File: config.mk
export PLATFORM = sky130hd
export DESIGN_NAME = lc_top
export DESIGN_NICKNAME = d
export VERILOG_FILES = /design/src/rtl/lc_pkg.sv /design/src/rtl/lc_ctrl.sv /design/src/rtl/lc_dpath.sv /design/src/rtl/lc_top.sv
export SDC_FILE = /design/constraint.sdc
export NUM_CORES = 1
export LEC_CHECK = 0
export BUFFER_PORTS_ARGS = -buffer_cell sky130_fd_sc_hd__clkbuf_2
export CORE_ASPECT_RATIO = 0.5
export CORE_MARGIN = 2
export CORE_UTILIZATION = 55
export CTS_CLUSTER_DIAMETER = 200
export DETAILED_ROUTE_END_ITERATION = 6
export PLACE_DENSITY = 0.79
export SETUP_SLACK_MARGIN = 0.4
export SYNTH_ARGS = -nofsm -noshare
export SYNTH_HDL_FRONTEND = slang
export SYNTH_HIERARCHICAL = 1
export SYNTH_SLANG_ARGS = --single-unit
File: constraint.sdc
create_clock -name clk -period 4.12 [get_ports clk]
set_clock_uncertainty 0.05 [all_clocks]
set_input_delay 0.618 -clock clk [delete_from_list [all_inputs] [get_ports clk]]
set_output_delay 0.618 -clock clk [all_outputs]
set_load 0.1 [all_outputs]
File: src/rtl/lc_pkg.sv
package lc_pkg;

  typedef enum logic [1:0] {
    LC_IDLE   = 2'd0,
    LC_FILL   = 2'd1,
    LC_ACTIVE = 2'd2
  } lcState_t;

  // strobes from control to datapath
  typedef struct packed {
    logic fetchGo;
    logic loopHit;
    logic loopCapture;
    logic haltOn;
  } lcStrobe_t;

endpackage

File: src/rtl/lc_ctrl.sv
module lc_ctrl
  import lc_pkg::*;
#(
  parameter int ADDR_W     = 12,
  parameter int LOOP_DEPTH = 8,
  parameter int MISS_RESET = 1,
  parameter int MISS_LIMIT = 4,
  localparam int LIW = (LOOP_DEPTH > 1) ? $clog2(LOOP_DEPTH) : 1,
  localparam int CW  = $clog2(LOOP_DEPTH + 1),
  localparam int MCW = $clog2(MISS_LIMIT + 1)
) (
  input  logic              clk,
  input  logic              rstN,
  input  logic              fetchReq,
  input  logic [ADDR_W-1:0] fetchAddr,
  input  logic              flowChg,
  input  logic              haltMode,
  output lcStrobe_t         strb,
  output logic [LIW-1:0]    loopIdx
);

  lcState_t          state, nxt, nxtFinal;
  logic [ADDR_W-1:0] startAddr, lastAddr, offset;
  logic              lastVld;
  logic [CW-1:0]     validCnt;
  logic              run, backward, toStart, inBuf;
  logic              hit, capture, missStep, dropLoop;

  assign run      = fetchReq & ~haltMode;
  assign backward = flowChg & lastVld & (fetchAddr <= lastAddr);
  assign toStart  = flowChg & (fetchAddr == startAddr);
  assign offset   = fetchAddr - startAddr;
  assign inBuf    = offset < ADDR_W'(validCnt);

  always_comb begin
    nxt      = state;
    hit      = 1'b0;
    capture  = 1'b0;
    missStep = 1'b0;
    loopIdx  = offset[LIW-1:0];
    if (run) begin
      if (state == LC_IDLE) begin
        if (backward) begin
          nxt     = LC_FILL;
          capture = 1'b1;
          loopIdx = '0;
        end
      end else if (flowChg && !toStart) begin
        nxt = LC_IDLE;
      end else if (toStart) begin
        nxt     = LC_ACTIVE;
        hit     = 1'b1;
        loopIdx = '0;
      end else if (inBuf) begin
        hit = 1'b1;
      end else if (state == LC_FILL && offset == ADDR_W'(validCnt)
                   && validCnt < CW'(LOOP_DEPTH)) begin
        capture = 1'b1;
      end else if (state == LC_ACTIVE) begin
        missStep = 1'b1;
      end
    end
  end

  generate
    if (MISS_RESET != 0) begin : g_missReset
      logic [MCW-1:0] missCnt;
      always_ff @(posedge clk or negedge rstN) begin
        if (!rstN)                               missCnt <= '0;
        else if (nxtFinal != LC_ACTIVE || hit)   missCnt <= '0;
        else if (missStep)                       missCnt <= missCnt + 1'b1;
      end
      assign dropLoop = missStep && (missCnt == MCW'(MISS_LIMIT - 1));
    end else begin : g_noReset
      assign dropLoop = 1'b0;
    end
  endgenerate

  assign nxtFinal = dropLoop ? LC_IDLE : nxt;

  always_ff @(posedge clk or negedge rstN) begin
    if (!rstN) begin
      state     <= LC_IDLE;
      startAddr <= '0;
      lastAddr  <= '0;
      lastVld   <= 1'b0;
      validCnt  <= '0;
    end else begin
      if (fetchReq) begin
        lastAddr <= fetchAddr;
        lastVld  <= 1'b1;
      end
      state <= nxtFinal;
      if (nxtFinal == LC_IDLE) begin
        validCnt <= '0;
      end else if (capture) begin
        validCnt <= validCnt + 1'b1;
        if (state == LC_IDLE) startAddr <= fetchAddr;
      end
    end
  end

  assign strb.fetchGo     = fetchReq;
  assign strb.loopHit     = hit;
  assign strb.loopCapture = capture;
  assign strb.haltOn      = haltMode;

endmodule

File: src/rtl/lc_dpath.sv
module lc_dpath
  import lc_pkg::*;
#(
  parameter int ADDR_W     = 12,
  parameter int DATA_W     = 16,
  parameter int LOOP_DEPTH = 8,
  parameter int HALT_DEPTH = 2,
  localparam int LIW = (LOOP_DEPTH > 1) ? $clog2(LOOP_DEPTH) : 1,
  localparam int HIW = (HALT_DEPTH > 1) ? $clog2(HALT_DEPTH) : 1
) (
  input  logic              clk,
  input  logic              rstN,
  input  lcStrobe_t         strb,
  input  logic [LIW-1:0]    loopIdx,
  input  logic [ADDR_W-1:0] fetchAddr,
  input  logic [DATA_W-1:0] memRdata,
  output logic              haltHit,
  output logic              instrValid,
  output logic [DATA_W-1:0] instrData
);

  logic [DATA_W-1:0]     loopMem  [LOOP_DEPTH];
  logic [DATA_W-1:0]     haltData [HALT_DEPTH];
  logic [ADDR_W-1:0]     haltTag  [HALT_DEPTH];
  logic [HALT_DEPTH-1:0] haltVld;
  logic [HIW-1:0]        haltIdx, dHaltIdx;
  logic [LIW-1:0]        dLoopIdx;
  logic                  haltFill, dLoop, dHalt, dCap, dHaltFill;

  generate
    if (HALT_DEPTH > 1) begin : g_haltIdx
      assign haltIdx = fetchAddr[HIW-1:0];
    end else begin : g_haltOne
      assign haltIdx = '0;
    end
  endgenerate

  assign haltHit  = strb.haltOn & strb.fetchGo & haltVld[haltIdx]
                  & (haltTag[haltIdx] == fetchAddr);
  assign haltFill = strb.haltOn & strb.fetchGo & ~haltHit;

  // side-buffer tags: emptied outside halt
  always_ff @(posedge clk or negedge rstN) begin
    if (!rstN) begin
      haltVld <= '0;
      for (int i = 0; i < HALT_DEPTH; i++) haltTag[i] <= '0;
    end else if (!strb.haltOn) begin
      haltVld <= '0;
    end else if (haltFill) begin
      haltVld[haltIdx] <= 1'b1;
      haltTag[haltIdx] <= fetchAddr;
    end
  end

  // second stage: what serves the word now arriving
  always_ff @(posedge clk or negedge rstN) begin
    if (!rstN) begin
      instrValid <= 1'b0;
      dLoop      <= 1'b0;
      dHalt      <= 1'b0;
      dCap       <= 1'b0;
      dHaltFill  <= 1'b0;
      dLoopIdx   <= '0;
      dHaltIdx   <= '0;
    end else begin
      instrValid <= strb.fetchGo;
      dLoop      <= strb.loopHit;
      dHalt      <= haltHit;
      dCap       <= strb.loopCapture;
      dHaltFill  <= haltFill;
      dLoopIdx   <= loopIdx;
      dHaltIdx   <= haltIdx;
    end
  end

  always_ff @(posedge clk) begin
    if (dCap)      loopMem[dLoopIdx]  <= memRdata;
    if (dHaltFill) haltData[dHaltIdx] <= memRdata;
  end

  assign instrData = dLoop ? loopMem[dLoopIdx]
                   : dHalt ? haltData[dHaltIdx]
                   : memRdata;

endmodule

File: src/rtl/lc_top.sv
module lc_top
  import lc_pkg::*;
#(
  parameter int ADDR_W     = 12,
  parameter int DATA_W     = 16,
  parameter int LOOP_DEPTH = 8,
  parameter int HALT_DEPTH = 2,
  parameter int MISS_RESET = 1,
  parameter int MISS_LIMIT = 4,
  localparam int LIW = (LOOP_DEPTH > 1) ? $clog2(LOOP_DEPTH) : 1
) (
  input  logic              clk,
  input  logic              rstN,
  input  logic              fetchReq,
  input  logic [ADDR_W-1:0] fetchAddr,
  input  logic              flowChg,
  input  logic              haltMode,
  output logic              memEn,
  output logic [ADDR_W-1:0] memAddr,
  input  logic [DATA_W-1:0] memRdata,
  output logic              instrValid,
  output logic [DATA_W-1:0] instrData
);

  lcStrobe_t      strb;
  logic [LIW-1:0] loopIdx;
  logic           haltHit;

  lc_ctrl #(
    .ADDR_W(ADDR_W), .LOOP_DEPTH(LOOP_DEPTH),
    .MISS_RESET(MISS_RESET), .MISS_LIMIT(MISS_LIMIT)
  ) ctrl_i (
    .clk(clk), .rstN(rstN), .fetchReq(fetchReq), .fetchAddr(fetchAddr),
    .flowChg(flowChg), .haltMode(haltMode), .strb(strb), .loopIdx(loopIdx)
  );

  lc_dpath #(
    .ADDR_W(ADDR_W), .DATA_W(DATA_W),
    .LOOP_DEPTH(LOOP_DEPTH), .HALT_DEPTH(HALT_DEPTH)
  ) dpath_i (
    .clk(clk), .rstN(rstN), .strb(strb), .loopIdx(loopIdx),
    .fetchAddr(fetchAddr), .memRdata(memRdata), .haltHit(haltHit),
    .instrValid(instrValid), .instrData(instrData)
  );

  assign memEn   = fetchReq & ~strb.loopHit & ~haltHit;
  assign memAddr = fetchAddr;

endmodule

# After elaboration in Yosys (flattened, before gate mapping)
# Memory sizes are Yosys's and may differ from the RTL's.
# Index checks and enable logic that the tools add are counted.
dict set report op_classes {
  bitwise 16
  reduce_logical 14
  eq_ne 8
  shifts 0
  add_sub_neg 3
  n_mul 0
  magnitude_cmp 7
  muxes 52
  n_div 0
}
# cell count
set ops {}
lappend ops {{$mux 12} 4}
lappend ops {{$mux 16} 2}
lappend ops {{$mux 1} 26}
lappend ops {{$bwmux 24} 1}
lappend ops {{$eq 12x12->1} 2}
lappend ops {{$mux 3} 7}
lappend ops {{$mux 2} 8}
lappend ops {{$demux 12 s1} 1}
lappend ops {{$eq 12x4->1} 1}
lappend ops {{$le 12x12->1} 1}
lappend ops {{$lt 12x4->1} 1}
lappend ops {{$sub 12x12->12} 1}
lappend ops {{$and 1x1->1} 10}
lappend ops {{$mux 4} 2}
lappend ops {{$logic_and 1x1->1} 6}
lappend ops {{$add 4x1->4 const B} 1}
lappend ops {{$logic_not 2->1} 2}
lappend ops {{$lt 4x4->1 const B} 1}
lappend ops {{$not 1->1} 4}
lappend ops {{$reduce_bool 2->1} 2}
lappend ops {{$add 3x1->3 const B} 1}
lappend ops {{$eq 3x2->1 const B} 1}
lappend ops {{$reduce_and 3->1} 1}
lappend ops {{$eq 2x1->1 const B} 1}
lappend ops {{other kinds (13)} 13}
dict set report totals {
  register_bits 69
  word_cells 118
  output_inout_bits 30
  memories 2
  latch_bits 0
  ram_bits 160
  input_bits 33
  rom_bits 0
}
# memory depth width rd rd_ports_with_merged_regs wr line
set mem_list {}
lappend mem_list {dpath_i.loopMem 8 16 1 0 1 lc_dpath.sv:22} ;# logic [DATA_W-1:0] loopMem [LOOP_DEPTH];
lappend mem_list {dpath_i.haltData 2 16 1 0 1 lc_dpath.sv:23} ;# logic [DATA_W-1:0] haltData [HALT_DEPTH];

# Logic depth before layout (Yosys ltp)
dict set report logic_depth {
  depth_word 15
  mapped_depth 15
}

# Hierarchy
# The synthesis kept the hierarchy.
# module seq_area_each_um2 cells_per_inst area_each_um2 instances
set modules_own_cells {}
lappend modules_own_cells {lc_dpath 5680.4 527 8296.7 1}
lappend modules_own_cells {lc_ctrl 850.8 308 2663.8 1}
lappend modules_own_cells {lc_top 0.0 13 102.6 1}

# Least setup slack after synthesis
# Ideal clock, no wire load.
dict set report synth_path {
  path_kind {input port to output port}
  start {input port fetchAddr[0]}
  end {output port memEn}
  setup_slack_ps -341
  required_ps 3452
  t_arrival_ps 3793
  path_buffers 1
  cell_stages 12
  cell_sequence {inv_1 ha_1 inv_1 fa_1 a211oi_2 nor2_1 a2bb2oi_1 a41oi_1 or4_2 a21oi_1 buf_4 nor3b_2}
}
dict set report synth_between {
  elab_chain_len 10
}
# item line
set synth_lines {}
lappend synth_lines {{from (decl)} lc_top.sv:15} ;# input logic [ADDR_W-1:0] fetchAddr,
lappend synth_lines {{$sub 12x12->12 or $eq 12x12->1 (tied branches)} {lc_ctrl.sv:32, lc_ctrl.sv:31}}
lappend synth_lines {{$lt 12x4->1 or $and 1x1->1 (tied branches)} {lc_ctrl.sv:33, lc_ctrl.sv:31}}
lappend synth_lines {{$mux 1 or $logic_not 1->1 (tied branches)} {lc_ctrl.sv:54, lc_ctrl.sv:48}}
lappend synth_lines {{$mux 1 or $logic_and 1x1->1 (tied branches)} {lc_ctrl.sv:50, lc_ctrl.sv:48}}
lappend synth_lines {{$mux 1 (*)} lc_ctrl.sv:48} ;# end else if (flowChg && !toStart) begin
lappend synth_lines {{$mux 1 (*)} lc_ctrl.sv:42} ;# if (state == LC_IDLE) begin
lappend synth_lines {{$mux 1 (*)} lc_ctrl.sv:41} ;# if (run) begin
lappend synth_lines {{named net ctrl_i.hit} lc_ctrl.sv:27} ;# logic hit, capture, missStep, dropLoop;
lappend synth_lines {{$not 1->1 (*)} lc_top.sv:46} ;# assign memEn = fetchReq & ~strb.loopHit & ~haltHit;
lappend synth_lines {{$and 1x1->1 (*) (2 in a row)} lc_top.sv:46}
lappend synth_lines {{to (decl)} lc_top.sv:18} ;# output logic memEn,
# The timed path passes the listed nets; every way through them passes the cells marked *. The select of a mux whose other input is x is not followed.

==> out/results.ini <==
[cells_and_area]
nNetsFinal=990
syn_to_final_growth_pct=13.3
drive_above_1_share=0.236
final_common_cell=edfxtp_1
seq_area_mm2=0.00654
fin_cells=1205
n_fill_cell=1462
multiInputGateArea_mm2=0.00421
final_cell_mix=edfxtp_1, dfrtp_1, clkbuf_2, nand2_1, buf_4
diodes=0

[setup_path]
critPathBufInv=2
rrSetupSlack_ps=540
cp_max_fo=3
start_kind=flop
worstPathArrival_ps=3570
max_stage_delay_ps=520
path_cells=ha_4, inv_2, fa_2, a211oi_2, o21ai_1, a31oi_1, xnor2_1, or4_4, or4_4, a21oi_4, nor3b_4, buf_12
cp_slowest_cell=or4_4
crit_type=flop to output pin
required_ps=3450
path_common_cell=or4_4
endpoint_kind=output pin
crit_family=simple AND/OR/NAND/NOR gates

[floorplan]
chipWidth_um=205
start_util=0.565
rows=36
pin_count=63
core_mm2=0.0196
die_h_um=104
dieArea_mm2=0.0213

[sta]
finalHoldViolations=0
fmax_ghz=0.236
period_share=1.03
fin_ws_ps=-118
setup_tns_ps=-118
hold_slack_ps=159
rsz0062_at_grt=true
tightest_slew_ps=1200
relSlewSlack=0.197
setup_viol=1
drv_slew=0
min_period_ps=4240

[placement]
port_buffers=62
place_congestion=0.905
dp_hpwl_um=15400
place_inst=1164

[logic_synthesis]
yosys_warnings=6
synth_edf_count=160
netlist_instances=848
ys_seq_area_frac=0.590
synth-main-ff-cell=edfxtp_1
syn-num-nets=912
ys_ff_latch=229
synthArstFlopShare=0.301
syn_area_mm2=0.0111
synth.avg_cell_area_um2=13.0
synth_cell_type_count=69

[clocking]
clk_pin_slew_ps=60
htree_num_levels=1
root_buffer=clkbuf_16
cts.path.max_buffers=3
cts_hold_buffers=0
cts_tree=yes
cts_sinks=229
cts_buffers=21
clock_latency_ps=500

[global_routing]
grt_max_degree=37
gr-total-overflow=0
met3_usage=0.0329
grt_use_met2=0.376
grt_pass1_vias=7324
track_usage=0.230
met1_usage=0.326
grt.busiest_layer=met2
grt_pass1_wl_um=38800
antenna_found_initial=0

[route]
drc_errors=0
avgRoutedWirePerCell_um=19.7
drt_iter0_drc=683
first_pass_iters=5
via_per_inst=6.03
final_antenna_net_count=0
vias=7266
routed_wl_um=23800

[power]
p_per_area_mw_per_mm2=545
max-vdd-ir-drop_v=0.000282
leakage_nw=4.75
power_w=0.00683

[min_path]
worstHoldPathType=input port to async pin

[outcome]
violations=setup timing
status=finished, violations left

[run]
maxCapViolations=0

[cells by family after synthesis]
| family | share of synthesized area |
|---|---|
| adders and majority gates | 0.0357 |
| buffers and inverters | 0.0417 |
| AOI/OAI and AO/OA | 0.0995 |
| muxes | 0.107 |
| xor gates and xnor gates | 0.0127 |
| and+or+nand+nor | 0.113 |
| DFF | 0.590 |
[final cells by class]
cell class                      instances  share of cell area
Multi-Input combinational cell        525               0.336
Sequential cell                       229               0.521
Inverter                               31             0.00928
Clock buffer                           28              0.0440
Clock inverter                          8             0.00389
Timing Repair Buffer                  118              0.0595
Tap cell                              266              0.0265
[registers in the layout (all words and copies together) (netlist names), 3 cells and up]
name and flops:
ctrl_i/g_missReset.missCnt 3, ctrl_i/lastAddr 12, ctrl_i/startAddr 12, ctrl_i/validCnt 4, dpath_i/dLoopIdx 3, dpath_i/haltData 32
dpath_i/haltTag 24, dpath_i/loopMem 128
[cell usage after synthesis (all sizes together), types with 24 or more instances]
cell type	number	area (um^2)
a21oi	48	252
and2	24	150
buf	34	236
clkbuf	29	109
dfrtp	69	1730
edfxtp	160	4800
ha	30	375
inv	31	116
mux2i	43	430
mux4	32	721
nand2	57	214
nor2	52	195
nor3b	26	200
o21ai	61	305
[repair_timing]
action / 4_1_cts / 5_1_grt
gates resized for setup: 4 / 4
pin swaps: 8 / 4
setup endpoints to repair: 5 / 2
setup buffers: 4 / 1
[stage by stage]
stage                      util  setup WS, ps  area (um^2)
final                     0.640          -118        12500
after global routing      0.640          -209        12500
after CTS                 0.638          -101        12500
after detailed placement  0.606         -36.7        11900
after global placement    0.606          29.4        11900
after floorplan               -           221        11200
[metal layers]
layer,part of all wire,up-vias
li1,-,3338
met1,0.44,3637
met2,0.48,247
met3,0.055,44
met4,0.021,0
met5,0,-
[final timing paths]
check | from | end | cells past startpoint
min in group clk | memRdata[0] | dpath_i/loopMem[1][0] | 1
setup reg to reg | ctrl_i/startAddr[0] | ctrl_i/g_missReset.missCnt[2] | 12
hold / removal | rstN | dpath_i/haltTag[19] | 1
hold reg to reg | dpath_i/haltTag[0] | dpath_i/haltTag[0] | 1
setup / recovery | ctrl_i/startAddr[0] | memEn | 12
max in group asynchronous | rstN | dpath_i/dLoopIdx[1] | 2
[where the power goes]
part	switching [W]	internal, W	leakage, nW
sequential	0.000220	0.00263	2.31
combinational	0.00115	0.00107	2.15
clock	0.000818	0.000947	0.295
total	0.00219	0.00464	4.75
No activity file was read; power rests on OpenSTA's default activity.
